--- src/rtl/tmr_pkg.sv ---
package tmr_pkg;

    localparam int unsigned CNT_W = 32;

    typedef enum logic [1:0] {
        WM_16 = 2'd0,
        WM_8  = 2'd1,
        WM_24 = 2'd2,
        WM_32 = 2'd3
    } width_mode_e;

    typedef struct packed {
        logic [CNT_W-1:0] count;
        logic             running;
    } core_state_t;

    function automatic logic [CNT_W-1:0] width_mask(width_mode_e m);
        logic [CNT_W-1:0] ones;
        ones = '1;
        case (m)
            WM_8:    return ones >> (CNT_W - 8);
            WM_16:   return ones >> (CNT_W - 16);
            WM_24:   return ones >> (CNT_W - 24);
            default: return ones;
        endcase
    endfunction

endpackage

--- src/rtl/tmr_prescale.sv ---
module tmr_prescale #(
    parameter int unsigned PRE_MAX = 9,
    parameter int unsigned PRE_W   = $clog2(PRE_MAX + 1)
) (
    input  logic             clk,
    input  logic             rst_n,
    input  logic             tick_i,
    input  logic             run_i,
    input  logic             clr_i,
    input  logic [PRE_W-1:0] pre_i,
    output logic             adv_o
);
    localparam int unsigned DIV_W = (PRE_MAX > 0) ? PRE_MAX : 1;

    logic [DIV_W-1:0] div_d, div_q;
    logic [DIV_W-1:0] div_mask;

    always_comb begin
        div_mask = (DIV_W'(1) << pre_i) - DIV_W'(1);
        adv_o    = tick_i && run_i && ((div_q & div_mask) == div_mask);
        div_d    = div_q;
        if (clr_i) begin
            div_d = '0;
        end else if (tick_i && run_i) begin
            div_d = div_q + DIV_W'(1);
        end
    end

    always_ff @(posedge clk or negedge rst_n) begin
        if (!rst_n) begin
            div_q <= '0;
        end else begin
            div_q <= div_d;
        end
    end

    // a zero command restarts the divider
    p_div_zero_r3: assert property (@(posedge clk) disable iff (!rst_n)
        clr_i |=> div_q == '0);

    // no step while the counter is halted
    p_no_step_halted_r2: assert property (@(posedge clk) disable iff (!rst_n)
        !run_i |-> !adv_o);

endmodule

--- src/rtl/tmr_core.sv ---
module tmr_core
    import tmr_pkg::*;
(
    input  logic             clk,
    input  logic             rst_n,
    input  logic             adv_i,
    input  logic             start_i,
    input  logic             stop_i,
    input  logic             clr_i,
    input  logic [CNT_W-1:0] mask_i,
    output logic             running_o,
    output logic [CNT_W-1:0] step_val_o
);
    core_state_t st_d, st_q;

    always_comb begin
        step_val_o    = (st_q.count + CNT_W'(1)) & mask_i;
        st_d          = st_q;
        st_d.count    = st_q.count & mask_i;
        if (adv_i) begin
            st_d.count = step_val_o;
        end
        if (clr_i) begin
            st_d.count = '0;
        end
        if (start_i) begin
            st_d.running = 1'b1;
        end
        if (stop_i) begin
            st_d.running = 1'b0;
        end
    end

    always_ff @(posedge clk or negedge rst_n) begin
        if (!rst_n) begin
            st_q <= '0;
        end else begin
            st_q <= st_d;
        end
    end

    assign running_o = st_q.running;

    // steps arrive only while running
    p_step_when_running_r2: assert property (@(posedge clk) disable iff (!rst_n)
        adv_i |-> st_q.running);

    // zero command lands the count on zero
    p_count_zeroed_r3: assert property (@(posedge clk) disable iff (!rst_n)
        clr_i |=> st_q.count == '0);

    // count never holds bits above the active width
    p_in_width_r5: assert property (@(posedge clk) disable iff (!rst_n)
        1'b1 |=> (st_q.count & ~$past(mask_i)) == '0);

endmodule

--- src/rtl/tmr_cmp_bank.sv ---
module tmr_cmp_bank
    import tmr_pkg::*;
#(
    parameter int unsigned NUM_CC = 4
) (
    input  logic                         clk,
    input  logic                         rst_n,
    input  logic                         adv_i,
    input  logic [CNT_W-1:0]             step_val_i,
    input  logic [CNT_W-1:0]             mask_i,
    input  logic [NUM_CC-1:0][CNT_W-1:0] cc_i,
    input  logic [NUM_CC-1:0]            clr_i,
    output logic [NUM_CC-1:0]            evt_o
);
    logic [NUM_CC-1:0] hit;
    logic [NUM_CC-1:0] evt_d, evt_q;

    for (genvar g = 0; g < NUM_CC; g++) begin : g_slot
        assign hit[g] = adv_i && ((cc_i[g] & mask_i) == step_val_i);

        // a set flag survives until software clears it
        p_sticky_r6: assert property (@(posedge clk) disable iff (!rst_n)
            evt_q[g] && !clr_i[g] |=> evt_q[g]);

        // a flag only rises in a cycle after a step
        p_rise_on_step_r6: assert property (@(posedge clk) disable iff (!rst_n)
            $rose(evt_q[g]) |-> $past(adv_i));

        // match beats software clear
        p_set_wins_r10: assert property (@(posedge clk) disable iff (!rst_n)
            hit[g] && clr_i[g] |=> evt_q[g]);
    end

    always_comb begin
        evt_d = hit | (evt_q & ~clr_i);
    end

    always_ff @(posedge clk or negedge rst_n) begin
        if (!rst_n) begin
            evt_q <= '0;
        end else begin
            evt_q <= evt_d;
        end
    end

    assign evt_o = evt_q;

endmodule

--- src/rtl/timer_cmp_evt.sv ---
module timer_cmp_evt
    import tmr_pkg::*;
#(
    parameter int unsigned NUM_CC  = 4,
    parameter int unsigned PRE_MAX = 9,
    parameter int unsigned ADDR_W  = 5,
    parameter int unsigned DATA_W  = 32
) (
    input  logic              clk,
    input  logic              rst_n,
    input  logic              tick_i,
    input  logic              bus_sel_i,
    input  logic              bus_we_i,
    input  logic [ADDR_W-1:0] bus_addr_i,
    input  logic [DATA_W-1:0] bus_wdata_i,
    output logic [DATA_W-1:0] bus_rdata_o,
    output logic [NUM_CC-1:0] evt_o
);
    localparam int unsigned PRE_W      = $clog2(PRE_MAX + 1);
    localparam int unsigned A_START    = 0;
    localparam int unsigned A_STOP     = 1;
    localparam int unsigned A_ZERO     = 2;
    localparam int unsigned A_WIDTH    = 4;
    localparam int unsigned A_PRESC    = 5;
    localparam int unsigned A_CC_BASE  = 8;
    localparam int unsigned A_EVT_BASE = 16;

    typedef struct packed {
        width_mode_e                  mode;
        logic [PRE_W-1:0]             pre;
        logic [NUM_CC-1:0][CNT_W-1:0] cc;
    } cfg_t;

    cfg_t              cfg_d, cfg_q;
    logic              wr;
    logic              cmd_start, cmd_stop, cmd_zero;
    logic [NUM_CC-1:0] evt_clr;
    logic [CNT_W-1:0]  mask;
    logic              adv;
    logic              running;
    logic [CNT_W-1:0]  step_val;

    always_comb begin
        wr        = bus_sel_i && bus_we_i;
        cmd_start = wr && (bus_addr_i == ADDR_W'(A_START)) && bus_wdata_i[0];
        cmd_stop  = wr && (bus_addr_i == ADDR_W'(A_STOP))  && bus_wdata_i[0];
        cmd_zero  = wr && (bus_addr_i == ADDR_W'(A_ZERO))  && bus_wdata_i[0];
        cfg_d     = cfg_q;
        if (wr && bus_addr_i == ADDR_W'(A_WIDTH)) begin
            cfg_d.mode = width_mode_e'(bus_wdata_i[1:0]);
        end
        if (wr && bus_addr_i == ADDR_W'(A_PRESC)) begin
            if (bus_wdata_i > DATA_W'(PRE_MAX)) begin
                cfg_d.pre = PRE_W'(PRE_MAX);
            end else begin
                cfg_d.pre = bus_wdata_i[PRE_W-1:0];
            end
        end
        for (int i = 0; i < NUM_CC; i++) begin
            if (wr && bus_addr_i == ADDR_W'(A_CC_BASE + i)) begin
                cfg_d.cc[i] = bus_wdata_i[CNT_W-1:0];
            end
            evt_clr[i] = wr && (bus_addr_i == ADDR_W'(A_EVT_BASE + i))
                         && (bus_wdata_i == '0);
        end
        mask = width_mask(cfg_q.mode);
    end

    always_ff @(posedge clk or negedge rst_n) begin
        if (!rst_n) begin
            cfg_q <= '0;
        end else begin
            cfg_q <= cfg_d;
        end
    end

    always_comb begin
        bus_rdata_o = '0;
        if (bus_addr_i == ADDR_W'(A_WIDTH)) begin
            bus_rdata_o = DATA_W'(cfg_q.mode);
        end
        if (bus_addr_i == ADDR_W'(A_PRESC)) begin
            bus_rdata_o = DATA_W'(cfg_q.pre);
        end
        for (int i = 0; i < NUM_CC; i++) begin
            if (bus_addr_i == ADDR_W'(A_CC_BASE + i)) begin
                bus_rdata_o = DATA_W'(cfg_q.cc[i]);
            end
            if (bus_addr_i == ADDR_W'(A_EVT_BASE + i)) begin
                bus_rdata_o = DATA_W'(evt_o[i]);
            end
        end
    end

    tmr_prescale #(
        .PRE_MAX (PRE_MAX),
        .PRE_W   (PRE_W)
    ) prescale_i (
        .clk    (clk),
        .rst_n  (rst_n),
        .tick_i (tick_i),
        .run_i  (running),
        .clr_i  (cmd_zero),
        .pre_i  (cfg_q.pre),
        .adv_o  (adv)
    );

    tmr_core core_i (
        .clk        (clk),
        .rst_n      (rst_n),
        .adv_i      (adv),
        .start_i    (cmd_start),
        .stop_i     (cmd_stop),
        .clr_i      (cmd_zero),
        .mask_i     (mask),
        .running_o  (running),
        .step_val_o (step_val)
    );

    tmr_cmp_bank #(
        .NUM_CC (NUM_CC)
    ) bank_i (
        .clk        (clk),
        .rst_n      (rst_n),
        .adv_i      (adv),
        .step_val_i (step_val),
        .mask_i     (mask),
        .cc_i       (cfg_q.cc),
        .clr_i      (evt_clr),
        .evt_o      (evt_o)
    );

    // stored prescale never exceeds its cap
    p_pre_capped_r4: assert property (@(posedge clk) disable iff (!rst_n)
        cfg_q.pre <= PRE_W'(PRE_MAX));

    // a nonzero write to a flag word leaves a set flag alone
    p_nonzero_keeps_r7: assert property (@(posedge clk) disable iff (!rst_n)
        wr && bus_addr_i == ADDR_W'(A_EVT_BASE) && bus_wdata_i != '0 && evt_o[0]
        |=> evt_o[0]);

endmodule

--- config.mk ---
export PLATFORM = sky130hd
export DESIGN_NAME = timer_cmp_evt
export DESIGN_NICKNAME = d
export VERILOG_FILES = /design/src/rtl/tmr_pkg.sv /design/src/rtl/tmr_prescale.sv /design/src/rtl/tmr_core.sv /design/src/rtl/tmr_cmp_bank.sv /design/src/rtl/timer_cmp_evt.sv
export SDC_FILE = /design/constraint.sdc
export NUM_CORES = 1
export LEC_CHECK = 0
export CELL_PAD_IN_SITES_DETAIL_PLACEMENT = 1
export CELL_PAD_IN_SITES_GLOBAL_PLACEMENT = 1
export CORE_UTILIZATION = 26
export DETAILED_ROUTE_END_ITERATION = 10
export DONT_BUFFER_PORTS = 1
export HOLD_SLACK_MARGIN = 0.08
export PLACE_DENSITY_LB_ADDON = 0.1
export SLEW_MARGIN = 20
export SYNTH_ARGS = -nofsm -noshare
export SYNTH_HDL_FRONTEND = slang
export SYNTH_SLANG_ARGS = --single-unit
--- constraint.sdc ---
create_clock -name clk -period 8.13 [get_ports clk]
set_input_delay 1.626 -clock clk [delete_from_list [all_inputs] [get_ports clk]]
set_output_delay 1.626 -clock clk [all_outputs]
set_load 0.1 [all_outputs]
---- Word level (Yosys, flattened, before mapping) ----
Cells that the tools add are included.
word-level totals
  flip-flop bits (word level) ............. 180
  output and inout bits ................... 36
  input bits .............................. 42
  logic and storage cells ................. 94
operators by class
  bitwise gates (word level) .............. 10
  shifts and indexed selects .............. 1
  order comparisons ....................... 1
  reductions and logical operators ........ 32
  multiplexer cells ....................... 18
  $add $sub $neg .......................... 3
  eq/ne operators ......................... 19
operators with widths
  operator                 count
  $mux W32                 11
  $and A32 B32 Y32         6
  $eq A32 B32 Y1           4
  $pmux W32 S3             1
  $add A32 B1 Y32 const B  1
  $gt A32 B4 Y1 const B    1
  $logic_not A32 Y1        1
  $logic_and A1 B1 Y1      27
  $eq A5 B4 Y1 const B     4
  $eq A5 B5 Y1 const B     4
  $mux W9                  2
  $eq A5 B3 Y1 const B     2
  $add A9 B1 Y9 const B    1
  $and A9 B9 Y9            1
  $eq A9 B9 Y1             1
  $shl A1 B4 Y9 const A    1
  $sub A9 B2 Y9 const B    1
  $eq A5 B1 Y1 const B     1
  $eq A5 B2 Y1 const B     1
  $logic_not A5 Y1         1
  $and A4 B4 Y4            1
  $mux W4                  1
  $not A4 Y4               1
  $or A4 B4 Y4             1
  6 further kinds          8

---- Longest topological paths before layout ----
Gate-level depths: netlist of the first run.
  word-level depth ........................ 11
  gate-level depth with buffers ........... 14
  depth with buffers taken out ............ 11

---- Hierarchy ----
From an unflattened synthesis of the first run, not the netlist that was laid out.
unflattened totals
  cell total of the unflattened synthesis .. 1197
  area, all modules ....................... 11730.0 um^2
modules (own cells, without submodules)
  module         seq. area each (um^2)  instances  area an instance (um^2)  cells each
  timer_cmp_evt  3353.2                 1          6204.7                   466
  tmr_core       825.8                  1          2701.3                   317
  tmr_cmp_bank   100.1                  1          2115.8                   336
  tmr_prescale   225.2                  1          708.2                    78

---- Worst setup path after synthesis of the first run ----
Ideal clock, no wire load.
  path kind ............................... input port to output port
  start point ............................. input bus_addr_i[1]
  end point ............................... output bus_rdata_o[1]
  setup slack ............................. 2627 ps
  data arrival time ....................... 3877 ps
  cell stages on the path ................. 4
  required time ........................... 6504 ps
  path buffers ............................ 1
  path through ............................ clkbuf_1 > nor3_1 > a22oi_1 > o211ai_1
between the ends
  word-level cells in the longest chain between the ends .. 11
  elaborated cells between the ends (all ways) .. 20
  those cells by class .................... 10 x eq/ne; 10 x mux
ends and longest elaborated chain
  item                RTL line             text
  start: declaration  timer_cmp_evt.sv:14  input logic [ADDR_W-1:0] bus_addr_i,
  $eq A5 B3 Y1        timer_cmp_evt.sv:79  if (bus_addr_i == ADDR_W'(A_WIDTH)) begin
  $mux W2             timer_cmp_evt.sv:79
  $mux W32            timer_cmp_evt.sv:82  if (bus_addr_i == ADDR_W'(A_PRESC)) begin
  $mux W32            timer_cmp_evt.sv:86  if (bus_addr_i == ADDR_W'(A_CC_BASE + i)) begin
  $mux W32            timer_cmp_evt.sv:89  if (bus_addr_i == ADDR_W'(A_EVT_BASE + i)) begin
  $mux W32            timer_cmp_evt.sv:86
  $mux W32            timer_cmp_evt.sv:89
  $mux W32            timer_cmp_evt.sv:86
  $mux W32            timer_cmp_evt.sv:89
  $mux W32            timer_cmp_evt.sv:86
  $mux W32 *          timer_cmp_evt.sv:89
  end: declaration    timer_cmp_evt.sv:16  output logic [DATA_W-1:0] bus_rdata_o,
Mark *: on every way between the ends. The rest lies on a longest branch, timed or not.

---- Final worst setup path of the first run ----
  start point ............................. input bus_addr_i[2]
  end point ............................... output bus_rdata_o[0]
The elaborated chain is that of the path after synthesis.

==> results of run 1 <==
==> where the power goes <==
group	total [W]	switching (W)	leakage (nW)	internal [W]
Sequential	0.00115	0.000159	2.40	0.000996
Clock	0.000806	0.000377	0.267	0.000428
Combinational	0.000428	0.000229	2.40	0.000199
==> worst min path at each step <==
stage | startpoint | to | cells past startpoint
after floorplan | cfg_q[95] | cfg_q[95] | 1
after global placement | cfg_q[32] | cfg_q[32] | 1
after detailed placement | cfg_q[95] | cfg_q[95] | 1
after CTS | cfg_q[95] | cfg_q[95] | 1
after global routing | cfg_q[95] | cfg_q[95] | 1
final | cfg_q[95] | cfg_q[95] | 1
==> worst register-to-register path, cell delays in order, from the launching register on <==
cell and delay [ns]:
dfrtp_1 0.58, and4_1 0.47, nand4_1 0.73, nor3_2 0.63, nor3b_1 0.11, or3_1 0.39
nor4_1 0.66, a41oi_1 0.41, o31ai_2 0.28
==> sequential cells by signal (all words and copies together), names as in the netlist <==
register,cells
prescale_i.div_q,9
core_i.running_o,1
bank_i.evt_o,4
cfg_q,134
core_i.st_q,32
==> cells by family after synthesis <==
family / Yosys count / share of synthesized area (%)
DFF: 180 / 39.9
and+or+nand+nor: 329 / 15.3
adders and majority gates: 3 / 0.333
buffers and inverters: 93 / 3.64
AOI/OAI and AO/OA: 196 / 13.9
xor gates and xnor gates: 157 / 13.7
muxes: 133 / 13.2
==> stage by stage <==
| stage | instances | area (um2) | power [W] | utilization (%) | worst slack, ns |
|---|---|---|---|---|---|
| finish | 1633 | 12400 | 0.00239 | 29.2 | 2.81 |
| global route | 1633 | 12400 | 0.00250 | 29.2 | 2.68 |
| detailed placement | 1602 | 11800 | 0.00160 | 27.9 | 2.82 |
| floorplan | 1091 | 11300 | 0.00143 | - | 2.63 |
| global placement | 1602 | 11800 | 0.00160 | 27.9 | 2.83 |
| CTS | 1633 | 12400 | 0.00242 | 29.2 | 2.83 |
==> routing by layer <==
metal  wire length (um)  vias up
li1                   -     3930
met1              20500     4509
met2              19200      144
met3               1820       33
met4                657        0
met5                  0        -
==> cells in the final DEF, fill, tap and decap left out, drive strengths merged, types with 5 or more instances in the layout <==
cell type / n
a21oi: 17
and4: 5
nand2b: 12
nor2: 81
nand2: 75
nand3: 33
clkbuf: 23
dfrtp: 180
mux2: 130
a221o: 30
and2: 10
a211o: 5
xnor3: 10
xor2: 59
clkinv: 6
o2111ai: 11
or4: 6
a211oi: 5
inv: 13
o21ai: 28
buf: 13
a22oi: 11
xnor2: 86
nor4: 28
nand4: 22
nor3: 25
and3: 13
a22o: 29
==> cell type report <==
class / count / area [um2]
Tap cell: 577 / 722
Sequential cell: 180 / 4500
Multi-Input combinational cell: 818 / 6430
Inverter: 14 / 52.6
Fill cell: 4812 / 30000
Clock inverter: 8 / 51.3
Clock buffer: 23 / 498
Timing Repair Buffer: 13 / 118
==> results.py, run 1 <==
metrics = {
    "synth": {
        "synth_seq_cells": 180,
        "synth.top_cells.by_count": "dfrtp_1, mux2_2, xnor2_1, nor2_1, nand2_1",
        "syn_nets": 1136,
        "synthTopCellsByArea": "dfrtp_1, mux2_2, xnor2_1, xor2_1, nor2_1",
        "ys_types": 78,
        "syn_area_mm2": 0.0113,
        "seq_area_frac_synth_pct": 39.9,
        "ys_warn_count": 0,
        "ys_async_sr_fraction_pct": 100,
        "synth_flop_cell": "dfrtp_1",
        "synth_top_area_cell": "dfrtp_1",
        "synthCells": 1091,
        "synth_most_common_cell": "dfrtp_1",
        "synth_edf_count": 0,
        "synth.avg_cell_area_um2": 10.3,
        "yosys.area.top_type_share_pct": 39.9,
    },
    "worst_setup_path": {
        "crit_path_start": "bus_addr_i[2]",
        "reg2reg_to": "bank_i.evt_o[0]",
        "r2r_cells": 8,
        "critPathCapture": "bus_rdata_o[0]",
        "critical_path.top_delay_family": "simple AND/OR/NAND/NOR gates",
        "crit_path_end_kind": "primary output",
        "crit_required_ns": 6.50,
        "cp_num_cells": 7,
        "cp-start-kind": "input port",
        "r2r-start": "core_i.st_q[6]",
        "worstSetupPathType": "in -> out",
        "max_stage_delay_ns": 0.78,
        "slowest_stage": "nand3_1",
        "worstPathMaxFanout": 6,
        "rrSetupSlack_ns": 3.79,
        "path_cells": "nand2b_1, nor3_1, a32o_1, a21oi_1, nor2_1, a31oi_1, nand3_1",
        "path_buf_inv": 0,
        "cp_data_arrival_time_ns": 3.69,
    },
    "sta": {
        "max_freq_mhz": 188,
        "skew_ns": 0.0126,
        "worst_pin_slew_ns": 1.06,
        "tns_ns": 0,
        "maxSlewHeadroom_pct": 28.9,
        "whs_ns": 0.566,
        "rsz0062_at_grt": "no",
        "hold_viol": 0,
        "min_period_over_period_pct": 65.4,
        "layout_min_cycle_time_ns": 5.32,
        "final-max-slew-violation-count": 0,
        "setup_viol": 0,
    },
    "drt": {
        "num_vias": 8616,
        "wirelength_mm": 42.2,
        "ant_nets": 0,
        "wire_per_inst_um": 25.8,
        "drc_errors": 0,
        "via_per_inst": 5.28,
        "dr.pass1.iters": 5,
        "drtIter0Drc": 522,
    },
    "flow_run": {
        "drv_cap": 0,
    },
    "cts": {
        "ctsLongestPathBuffers": 2,
        "hold_buffers": 0,
        "cts.clk_slew.worst_paths_ns": 0.06,
        "cts_setup_buffers": 0,
        "numCtsBuffers": 17,
        "clock_sinks": 180,
        "tritoncts": "done",
        "worstSkewPairLatency_ns": 0.46,
        "root_buffer": "clkbuf_16",
        "cts-resized-gates": 0,
        "htreeDepth": 4,
    },
    "place": {
        "port_buffers": 0,
        "gp_congestion": 0.790,
        "place_hpwl_mm": 30.7,
    },
    "pwr": {
        "power.density_mw_per_mm2": 193,
        "irDropWorstVdd_uv": 83.8,
        "power_leakage_nw": 5.06,
    },
    "grt": {
        "grt_pass1_vias": 9048,
        "grt_use_total_pct": 19.8,
        "grtUsageMet2_pct": 30.4,
        "met1_usage_pct": 27.8,
        "grtUsageMet3_pct": 4.41,
        "grt_first_pass_wirelength_mm": 63.8,
        "antenna_found_initial": 0,
        "grt_max_degree": 181,
        "gr-total-overflow": 0,
        "busiest_layer": "met2",
    },
    "final_layout": {
        "drive_above_1_share_pct": 19.2,
        "nets": 1089,
        "synthToLayoutAreaGrowth_pct": 9.63,
        "num_antenna_cells": 0,
    },
    "floorplanning": {
        "core-area_mm2": 0.0424,
        "die_x_um": 210,
        "dieArea_mm2": 0.0442,
        "std_cell_rows": 75,
        "die_h_um": 210,
        "start_util_pct": 26.6,
        "io_pins": 78,
    },
    "status": {
        "outcome": "finished clean",
    },
    "min_path": {
        "min_path_type": "reg -> reg",
    },
}
No activity file was read; power rests on OpenSTA's default activity.
==> run 2, diff against run 1 <==
- ABC_AREA: not set -> 1
- clock period: 8.13 -> 4.4 ns (I/O delays scaled with it)
==> results.py, run 2 <==
metrics = {
    "cts": {
        "htreeDepth": 4,
        "ctsLongestPathBuffers": 2,
        "cts.clk_slew.worst_paths_ns": 0.07,
        "cts_setup_buffers": 0,
        "clock_sinks": 180,
        "cts-resized-gates": 0,
        "root_buffer": "clkbuf_16",
        "numCtsBuffers": 17,
        "worstSkewPairLatency_ns": 0.50,
        "tritoncts": "done",
    },
    "grt": {
        "gr-total-overflow": 0,
        "antenna_found_initial": 0,
        "grt_max_degree": 181,
        "grt_first_pass_wirelength_mm": 70.9,
        "grt_pass1_vias": 11600,
        "grt_use_total_pct": 21.4,
    },
    "worst_setup_path": {
        "crit_required_ns": 3.52,
        "cp_data_arrival_time_ns": 2.69,
        "critical_path.top_delay_family": "buffers and inverters",
        "worstPathMaxFanout": 10,
        "r2r-start": "core_i.st_q[2]",
        "crit_path_end_kind": "primary output",
        "slowest_stage": "a221oi_1",
        "rrSetupSlack_ns": 1.00,
        "r2r_cells": 13,
        "path_buf_inv": 6,
        "max_stage_delay_ns": 0.27,
        "worstSetupPathType": "in -> out",
        "path_cells": "inv_1, nand2_1, inv_1, nand2_1, buf_4, clkinv_1, buf_4, a221oi_1, nand4_1, a21oi_1, nand4_1, buf_12",
        "cp-start-kind": "input port",
        "reg2reg_to": "bank_i.evt_o[1]",
    },
    "drt": {
        "wirelength_mm": 45.2,
        "wl_met1_mm": 22.0,
        "wire_per_inst_um": 20.0,
        "routed.top_layer": "met4",
        "via_per_inst": 4.98,
        "dr.pass1.iters": 4,
        "wl_met2_mm": 21.0,
        "ant_nets": 0,
        "drc_errors": 0,
        "num_vias": 11300,
        "drtIter0Drc": 581,
        "wl_met3_mm": 1.38,
    },
    "pwr": {
        "power.density_mw_per_mm2": 359,
        "irDropWorstVdd_uv": 268,
        "power_leakage_nw": 5.99,
    },
    "floorplanning": {
        "die_x_um": 210,
        "std_cell_rows": 75,
        "dieArea_mm2": 0.0441,
        "core-area_mm2": 0.0423,
        "io_pins": 78,
        "die_h_um": 210,
        "start_util_pct": 26.6,
    },
    "synth": {
        "syn_area_mm2": 0.0112,
        "synth_most_common_cell": "nand2_1",
        "synthCells": 1653,
        "synth.avg_cell_area_um2": 6.80,
        "ys_async_sr_fraction_pct": 100,
        "synth_top_area_cell": "dfrtp_1",
        "synth.top_cells.by_count": "nand2_1, inv_1, o21ai_0, dfrtp_1, nor2_1",
        "yosys.area.top_type_share_pct": 40.1,
        "seq_area_frac_synth_pct": 40.1,
        "synth_edf_count": 0,
        "synthTopCellsByArea": "dfrtp_1, nand2_1, o21ai_0, inv_1, nand3_1",
        "synth_seq_cells": 180,
        "syn_nets": 1698,
        "ys_types": 39,
        "synth_flop_cell": "dfrtp_1",
        "ys_warn_count": 0,
    },
    "sta": {
        "maxSlewHeadroom_pct": 35.2,
        "rsz0062_at_grt": "no",
        "final-max-slew-violation-count": 0,
        "max_freq_mhz": 280,
        "setup_viol": 0,
        "hold_viol": 0,
        "tns_ns": 0,
        "worst_pin_slew_ns": 0.971,
        "layout_min_cycle_time_ns": 3.57,
        "skew_ns": 0.0107,
        "min_period_over_period_pct": 81.2,
    },
    "place": {
        "place_hpwl_mm": 33.2,
        "port_buffers": 0,
        "gp_congestion": 0.842,
        "placed_cell_area_mm2": 0.0126,
    },
    "final_layout": {
        "largest_reg_flops": 134,
        "design_area_mm2": 0.0133,
        "fillers": 5215,
        "nets": 1716,
        "num_antenna_cells": 0,
        "drive_above_1_share_pct": 7.84,
        "final_common_cell": "nand2_1",
        "synthToLayoutAreaGrowth_pct": 17.9,
        "mostFrequentLayoutCells": "nand2_1, inv_1, dfrtp_1",
        "seq_area_mm2": 0.00451,
        "multi_input_area_mm2": 0.00586,
        "top_regs": "cfg_q: 134 flops, core_i.st_q: 32 flops, prescale_i.div_q: 9 flops",
        "largest_register": "cfg_q",
    },
    "status": {
        "outcome": "finished clean",
    },
    "min_path": {
        "min_path_type": "in -> async",
    },
    "flow_run": {
        "drv_cap": 0,
    },
}
## run 2: changes by cell type in the layout (fill, tap and decap cells not counted), sizes merged, moves of 29 or more
| cell | previous run | this run |
|---|---|---|
| nand2 | 75 | 491 |
| inv | 13 | 191 |
| o21ai | 28 | 186 |
| mux2 | 130 | 0 |
| nand3 | 33 | 139 |
| nor2 | 81 | 171 |
| xnor2 | 86 | 8 |
| nand4 | 22 | 76 |
| xor2 | 59 | 13 |
| buf | 13 | 57 |
| o22ai | 4 | 40 |
| a22o | 29 | 0 |
## run 2: stage by stage
step	total power [W]	utilization (%)	setup WS, ns	hold WS [ns]	instances
after floorplan	0.00270	-	-0.323	0.453	1653
after global placement	0.00301	29.7	0.855	0.467	2227
after global routing	0.00505	31.3	0.606	0.250	2261
final	0.00476	31.3	0.825	0.255	2261
after CTS	0.00480	31.2	0.831	0.0455	2259
after detailed placement	0.00303	29.7	0.855	0.474	2227
## run 2: area by class of cell
| class | count | share of cell area [%] |
|---|---|---|
| inverters | 191 | 5.41 |
| clock buffers | 19 | 3.34 |
| repair buffers | 57 | 6.08 |
| well taps | 577 | 5.45 |
| clock inverters | 13 | 1.48 |
| multi-input cells | 1224 | 44.2 |
| flip-flops and latches | 180 | 34.0 |
## run 2: cell families (layout without fill, tap and decap cells)
logic type,Yosys count,after routing,synth area share [%]
buf+inv,249,280,8.46
xor+xnor,21,21,1.64
compound gates,298,298,15.1
fa+ha+maj,3,3,0.334
flops,180,180,40.1
simple gates,902,902,34.4
## run 2: how the worst max path moves through the flow
stage | startpoint | endpoint | slack, ns | cells past startpoint
finish | bus_addr_i[4] | bus_rdata_o[0] | 0.83 | 12
global route | bus_addr_i[4] | bus_rdata_o[0] | 0.61 | 12
CTS | bus_addr_i[4] | bus_rdata_o[0] | 0.83 | 12
detailed placement | bus_addr_i[4] | bus_rdata_o[0] | 0.86 | 12
global placement | bus_addr_i[4] | bus_rdata_o[0] | 0.85 | 12
floorplan | bus_addr_i[3] | bus_rdata_o[12] | -0.32 | 7
## run 2: worst register-to-register path, delay by kind of cell (launching register included)
kind / cells / cell delay [ns]
flops: 1 / 0.40
simple gates: 11 / 2.31
buf+inv: 1 / 0.18
fa+ha+maj: 1 / 0.46
## run 2: layer usage
| layer | track usage [%] | up-vias |
|---|---|---|
| met1 | 29.3 | 5546 |
| met2 | 34.3 | 155 |
| met3 | 4.19 | 35 |
| li1 | - | 5520 |
| met5 | 0 | - |
| met4 | 5.81 | 0 |
## run 2: power by group
group / internal (W) / switching, W / total, W / leakage, nW
sequential: 0.00186 / 0.000214 / 0.00207 / 2.38
clock: 0.000973 / 0.000759 / 0.00173 / 0.305
combinational: 0.000308 / 0.000651 / 0.000959 / 3.31
total: 0.00314 / 0.00162 / 0.00476 / 5.99
